**config.mk**
```make
export PLATFORM = sky130hd
export DESIGN_NAME = vseq_rr
export DESIGN_NICKNAME = d
export VERILOG_FILES = /design/src/rtl/vseq_pkg.sv /design/src/rtl/vseq_rate_step.sv /design/src/rtl/vseq_age_guard.sv /design/src/rtl/vseq_rr.sv
export SDC_FILE = /design/constraint.sdc
export NUM_CORES = 1
export LEC_CHECK = 0
export ABC_CLOCK_PERIOD_IN_PS = 6390
export BUFFER_PORTS_ARGS = -buffer_cell sky130_fd_sc_hd__buf_2
export CAP_MARGIN = 0
export CORE_MARGIN = 2
export CORE_UTILIZATION = 52
export DETAILED_ROUTE_END_ITERATION = 7
export PLACE_DENSITY = 0.71
export SLEW_MARGIN = 0
export SYNTH_ARGS = -nofsm -noshare
export SYNTH_HDL_FRONTEND = slang
export SYNTH_SLANG_ARGS = --single-unit
```
**constraint.sdc**
```tcl
create_clock -name clk -period 6.39 [get_ports clk]
set_input_delay 0.3195 -clock clk [delete_from_list [all_inputs] [get_ports clk]]
set_output_delay 0.3195 -clock clk [all_outputs]
set_load 0.01 [all_outputs]
```
**src/rtl/vseq_pkg.sv**
```systemverilog
package vseq_pkg;

    // Packing-rate code stored with each operation
    typedef enum logic [1:0] {
        RATE_FULL = 2'd0,   // one element per bank per event
        RATE_PAIR = 2'd1,   // two packed elements per bank entry
        RATE_QUAD = 2'd2,   // four packed elements per bank entry
        RATE_RSVD = 2'd3    // reserved, behaves as RATE_FULL
    } rate_e;

    function automatic int rate_mult(rate_e r);
        case (r)
            RATE_PAIR: rate_mult = 2;
            RATE_QUAD: rate_mult = 4;
            default:   rate_mult = 1;
        endcase
    endfunction

endpackage

```
**src/rtl/vseq_rate_step.sv**
```systemverilog
// Element count and next progress for one sequencing event.
module vseq_rate_step
    import vseq_pkg::*;
#(
    parameter int BASE_ELEMS = 8,
    parameter int VLW        = 10,
    parameter int CNTW       = 6
) (
    input  rate_e            rate,
    input  logic [VLW-1:0]   prog,
    input  logic [VLW-1:0]   vlen,
    output logic [CNTW-1:0]  count,
    output logic [VLW-1:0]   prog_next,
    output logic             last
);
    localparam int SUMW = VLW + 1;

    logic [SUMW-1:0] step;
    logic [SUMW-1:0] remain;

    always_comb begin
        step   = SUMW'(BASE_ELEMS * rate_mult(rate));
        remain = {1'b0, vlen} - {1'b0, prog};
        if (remain <= step) begin
            last      = 1'b1;
            count     = CNTW'(remain);
            prog_next = vlen;
        end else begin
            last      = 1'b0;
            count     = CNTW'(step);
            prog_next = prog + VLW'(step);
        end
    end

endmodule

```
**src/rtl/vseq_age_guard.sv**
```systemverilog
// Conservative overtaking guard: a candidate may not move beyond the
// progress of any live slot that is older in insertion order.
module vseq_age_guard #(
    parameter int NSLOT = 8,
    parameter int VLW   = 10,
    localparam int IDXW = $clog2(NSLOT)
) (
    input  logic [NSLOT-1:0]          valid,
    input  logic [NSLOT-1:0][VLW-1:0] prog,
    input  logic [IDXW-1:0]           head,
    input  logic [IDXW-1:0]           cand,
    input  logic [VLW-1:0]            cand_next,
    output logic                      stall
);
    function automatic logic [IDXW:0] age_of(logic [IDXW-1:0] idx, logic [IDXW-1:0] hd);
        if (idx >= hd)
            age_of = {1'b0, idx} - {1'b0, hd};
        else
            age_of = {1'b0, idx} + (IDXW+1)'(NSLOT) - {1'b0, hd};
    endfunction

    logic [IDXW:0]      cand_age;
    logic [NSLOT-1:0]   block;

    assign cand_age = age_of(cand, head);

    for (genvar g = 0; g < NSLOT; g++) begin : g_cmp
        logic [IDXW:0] slot_age;
        assign slot_age = age_of(IDXW'(g), head);
        assign block[g] = valid[g] && (slot_age < cand_age) && (cand_next > prog[g]);
    end

    assign stall = |block;

endmodule

```
**src/rtl/vseq_rr.sv**
```systemverilog
module vseq_rr
    import vseq_pkg::*;
#(
    parameter int NSLOT      = 8,
    parameter int FUW        = 3,
    parameter int VLW        = 10,
    parameter int BASE_ELEMS = 8,
    localparam int IDXW      = $clog2(NSLOT),
    localparam int CNTW      = $clog2(BASE_ELEMS * 4 + 1),
    localparam int USEDW     = $clog2(NSLOT + 1)
) (
    input  logic             clk,
    input  logic             rst_n,
    input  logic             ins_valid,
    output logic             ins_ready,
    input  logic [FUW-1:0]   ins_unit,
    input  logic [1:0]       ins_rate,
    input  logic [VLW-1:0]   ins_vlen,
    output logic             evt_valid,
    output logic [IDXW-1:0]  evt_slot,
    output logic [FUW-1:0]   evt_unit,
    output logic [VLW-1:0]   evt_base,
    output logic [CNTW-1:0]  evt_count,
    output logic             evt_last
);
    typedef struct packed {
        logic [NSLOT-1:0]          valid;
        logic [NSLOT-1:0][FUW-1:0] unit;
        logic [NSLOT-1:0][1:0]     rate;
        logic [NSLOT-1:0][VLW-1:0] prog;
        logic [NSLOT-1:0][VLW-1:0] vlen;
        logic [IDXW-1:0]           head;
        logic [IDXW-1:0]           tail;
        logic [IDXW-1:0]           ptr;
        logic [USEDW-1:0]          used;
    } state_t;

    state_t s_q, s_d;

    function automatic logic [IDXW-1:0] wrap_inc(logic [IDXW-1:0] i);
        wrap_inc = (i == IDXW'(NSLOT - 1)) ? '0 : i + 1'b1;
    endfunction

    // Slot under the pointer
    logic [CNTW-1:0] cur_count;
    logic [VLW-1:0]  cur_next;
    logic            cur_last;
    logic            cur_stall;
    logic            fire;
    logic            accept;
    logic            drop_head;

    vseq_rate_step #(
        .BASE_ELEMS (BASE_ELEMS),
        .VLW        (VLW),
        .CNTW       (CNTW)
    ) u_step (
        .rate      (rate_e'(s_q.rate[s_q.ptr])),
        .prog      (s_q.prog[s_q.ptr]),
        .vlen      (s_q.vlen[s_q.ptr]),
        .count     (cur_count),
        .prog_next (cur_next),
        .last      (cur_last)
    );

    vseq_age_guard #(
        .NSLOT (NSLOT),
        .VLW   (VLW)
    ) u_guard (
        .valid     (s_q.valid),
        .prog      (s_q.prog),
        .head      (s_q.head),
        .cand      (s_q.ptr),
        .cand_next (cur_next),
        .stall     (cur_stall)
    );

    assign fire      = s_q.valid[s_q.ptr] && !cur_stall;
    assign ins_ready = (s_q.used < USEDW'(NSLOT));
    assign accept    = ins_valid && ins_ready;
    assign drop_head = (s_q.used != '0) && !s_q.valid[s_q.head];

    assign evt_valid = fire;
    assign evt_slot  = s_q.ptr;
    assign evt_unit  = s_q.unit[s_q.ptr];
    assign evt_base  = s_q.prog[s_q.ptr];
    assign evt_count = cur_count;
    assign evt_last  = cur_last;

    always_comb begin
        s_d     = s_q;
        s_d.ptr = wrap_inc(s_q.ptr);
        if (fire) begin
            s_d.prog[s_q.ptr] = cur_next;
            if (cur_last)
                s_d.valid[s_q.ptr] = 1'b0;
        end
        if (accept) begin
            s_d.valid[s_q.tail] = 1'b1;
            s_d.unit[s_q.tail]  = ins_unit;
            s_d.rate[s_q.tail]  = ins_rate;
            s_d.vlen[s_q.tail]  = ins_vlen;
            s_d.prog[s_q.tail]  = '0;
            s_d.tail            = wrap_inc(s_q.tail);
        end
        if (drop_head)
            s_d.head = wrap_inc(s_q.head);
        s_d.used = s_q.used + USEDW'(accept) - USEDW'(drop_head);
    end

    always_ff @(posedge clk) begin
        if (!rst_n)
            s_q <= '0;
        else
            s_q <= s_d;
    end

    // the oldest live operation is never held back
    a_r4_head_never_stalls: assert property (@(posedge clk) disable iff (!rst_n)
        (s_q.valid[s_q.head] && s_q.ptr == s_q.head) |-> evt_valid);

    // an event covers at least one element and stays inside the vector
    a_r5_count_in_bounds: assert property (@(posedge clk) disable iff (!rst_n)
        evt_valid |-> (evt_count != '0) &&
            (({1'b0, evt_base} + (VLW+1)'(evt_count)) <= {1'b0, s_q.vlen[evt_slot]}));

    // a non-final event moves progress by exactly its count
    a_r5_progress_advances: assert property (@(posedge clk) disable iff (!rst_n)
        (evt_valid && !evt_last) |=>
            s_q.prog[$past(evt_slot)] == $past(evt_base) + VLW'($past(evt_count)));

    // the final event frees the slot
    a_r6_last_frees_slot: assert property (@(posedge clk) disable iff (!rst_n)
        (evt_valid && evt_last) |=> !s_q.valid[$past(evt_slot)]);

    // nothing is written while the array refuses inserts
    a_r8_full_holds_tail: assert property (@(posedge clk) disable iff (!rst_n)
        !ins_ready |=> $stable(s_q.tail));

endmodule

```
==> flow_summary_export.csv <==
group,metric,value,unit
drt,wl,49800,µm
timing,tightest_slew,1.02,ns
placed_design,dp_hpwl,33500,µm
worst_setup_path,cpPeakStageDelay,0.38,ns
drt,dr.pass1.iters,5,
floorplan,core_area,26100,µm²
timing,fmax,147,MHz
floorplan,ios,43,
layout,multiInputGateArea,9010,µm²
synthesis,netlist.area_leader.share,31.9,%
placed_design,io_buffers,42,
timing,fin_crit_sh,107,%
timing,finalClockSkew,0.0110,ns
synthesis,synthFlopType,"dfxtp_1",
synthesis,synth.most_common_cell,"nand2_1",
layout,fin_cells,2176,
clocking,cts_made_buffers,25,
placed_design,dpl_cell_area,15300,µm²
layout,num_antenna_cells,0,
layout,area.growth.synth_to_final,26.4,%
outcome,status,"complete, but fails checks",
layout,final_nets,1990,
placed_design,gp_congestion,1.03,
global_route,grt_first_pass_wirelength,73500,µm
floorplan,num_rows,59,
floorplan,start_util,53.0,%
synthesis,yosysUniqueCellTypes,80,
layout,final-seq-area,4440,µm²
worst_setup_path,worst_ep_arrival_time,6.50,ns
power,ir_drop,0.294,mV
synthesis,ys_seq_elements,221,
drt,drc_errors,0,
timing,setup_viol,89,
clocking,cts-root-buf,"clkbuf_16",
drt,avgViaCountPerCell,6.33,
power,powerDensity,536,nW/µm²
worst_setup_path,critPathRequiredTime,6.07,ns
floorplan,die_h,167,µm
worst_setup_path,slowest_stage,"dfxtp_4",
layout,drive_above_1_share,23.5,%
global_route,grt-ovfl-total,0,
clocking,clk_path_buf_depth,3,
power,finalPower,9.38,mW
clocking,tritoncts,"yes",
worst_setup_path,worstSetupEndpointType,"output pin",
worst_hold_path,hold_path.class,"primary input to flip-flop",
synthesis,synth_top_area_cell,"dfxtp_1",
worst_setup_path,critPathKind,"flip-flop to output pin",
timing,max_slew_margin,32.0,%
drt,routedWlPerCell,22.9,µm
global_route,groute.usage.overall,33.2,%
layout,nFillCells,2095,
worst_setup_path,cp_max_fo,8,
power,p_leak,7.24,nW
global_route,grt_max_degree,86,
clocking,clock_sinks,221,
synthesis,synthXorXnorAreaFrac,0.876,%
synthesis,synth_commonest_cells,"nand2_1 (289), dfxtp_1 (221), ha_1 (143)",
clocking,htreeDepth,1,
global_route,antenna_found_initial,1,
worst_setup_path,cp-start-kind,"flip-flop",
worst_setup_path,worst_path_most_repeated_cell,"buf_6",
global_route,grt_pass1_vias,13405,
timing,maxSlewViolCount,0,
clocking,hold_buffers,0,
drt,ant_nets,0,
timing,period_minus_slack,6.82,ns
synthesis,ys_seq_area_share,31.9,%
job,cap_violations,0,
worst_setup_path,r2r_slack,-0.35,ns
drt,vias,13780,
synthesis,ys_async_sr_fraction,0,%
floorplan,die_width,167,µm
outcome,failed_checks,"negative setup slack",
synthesis,postSynthAreaPerCell,8.36,µm²
placed_design,place_ws,-0.320,ns
synthesis,yosys.area_share.adder,13.8,%
clocking,clk_pin_slew,0.06,ns
synthesis,synth_cells,1656,
synthesis,synth_edf_count,0,
floorplan,design.die.area,28000,µm²
timing,rsz0062_at_grt,"true",
synthesis,synth_simple_gate_area_share,19.1,%
synthesis,synth_top_family_by_area,"compound AO/OA/AOI/OAI gates",
synthesis,synth.net_count,1823,
synthesis,muxShareOfSynthArea,1.53,%
layout,fin_area,17500,µm²
timing,hold_viol,0,
synthesis,ys_warn_count,0,
synthesis,synth_area_leaders,"dfxtp_1 (32%), ha_1 (13%), nand2_1 (7.8%)",
clocking,worstSkewPairLatency,0.55,ns
synthesis,syn-cell-area,13800,µm²
drt,drt-initial-drc-count,1544,
placed_design,dp_cells,2076,
timing,worst_slack,-0.434,ns
synthesis,synth_compound_area_share,25.0,%
[worst paths after layout]
path                     to        start  depth (start not counted)
setup / recovery  evt_valid  evt_slot[0]                         33
hold / removal    flip-flop  ins_vlen[7]                          3
setup reg to reg    s_q[98]  evt_slot[0]                         36
hold reg to reg   flip-flop    flip-flop                          2
[power by group]
group | switching (mW) | internal [mW] | total [mW]
sequential | 0.0943 | 1.46 | 1.55
combinational | 3.44 | 2.88 | 6.32
clock | 0.605 | 0.908 | 1.51
total | 4.13 | 5.25 | 9.38
[metal layers]
| metal | routed length (µm) | track usage (%) | vias up |
|---|---|---|---|
| met5 | 0 | 0 | - |
| met4 | 3100 | 16.8 | 0 |
| met3 | 4060 | 4.47 | 232 |
| met2 | 23300 | 56.6 | 750 |
| met1 | 19400 | 41.1 | 6560 |
| li1 | - | - | 6238 |
[per-stage QoR]
step	hold WS (ns)	setup TNS [ns]	utilization [%]
3_5_place_dp	0.458	-22.93	58.7
4_1_cts	0.0854	-0.0352	64.2
3_3_place_gp	0.451	-6.45	58.7
2_1_floorplan	0.443	0	-
5_1_grt	0.101	-34.27	67.0
6_report	0.0959	-22.45	67.0
[worst max-delay path, delay by kind of cell, from the launching register on]
kind            cells  cell delay (ns)
fa+ha+maj           3             0.89
simple gates       10             1.72
xor+xnor            1             0.15
mux                 1             0.17
flops               1             0.38
buf+inv             9             1.17
compound gates      9             1.44
[final cells by class]
| type | count | share of cell area, % |
|---|---|---|
| clock buffers | 40 | 4.41 |
| inverters | 126 | 2.73 |
| clock inverters | 5 | 0.515 |
| well taps | 335 | 2.39 |
| multi-input cells | 1195 | 51.5 |
| flip-flops and latches | 221 | 25.3 |
| repair buffers | 254 | 13.1 |
[cells by family after synthesis]
| group | count (synthesis) |
|---|---|
| compound gates | 457 |
| xor+xnor | 13 |
| fa+ha+maj | 149 |
| buf+inv | 240 |
| flops | 221 |
| mux | 17 |
| other cells | 1 |
| simple gates | 558 |
[cells in the final DEF (no fill, tap or decap), types with 29 or more instances in the layout]
master	netlist	routed
buf_4	33	157
dfxtp_1	221	218
nand2_1	289	286
buf_2	11	40
a21boi_0	123	123
ha_1	143	128
nor3_1	50	40
a21oi_1	41	33
nor2_1	61	53
inv_1	123	117
buf_6	4	29
a41o_1	40	40
a22oi_1	66	65
clkbuf_16	0	33
[what timing repair did]
| item | 4_1_cts | 5_1_grt |
|---|---|---|
| pin swaps | 41 | 58 |
| cloned | 0 | 10 |
| setup endpoints to repair | 89 | 88 |
| gates resized for setup | 89 | 83 |
| buffers inserted | 25 | 22 |
Note: power is estimated with default switching activity, not from simulation.
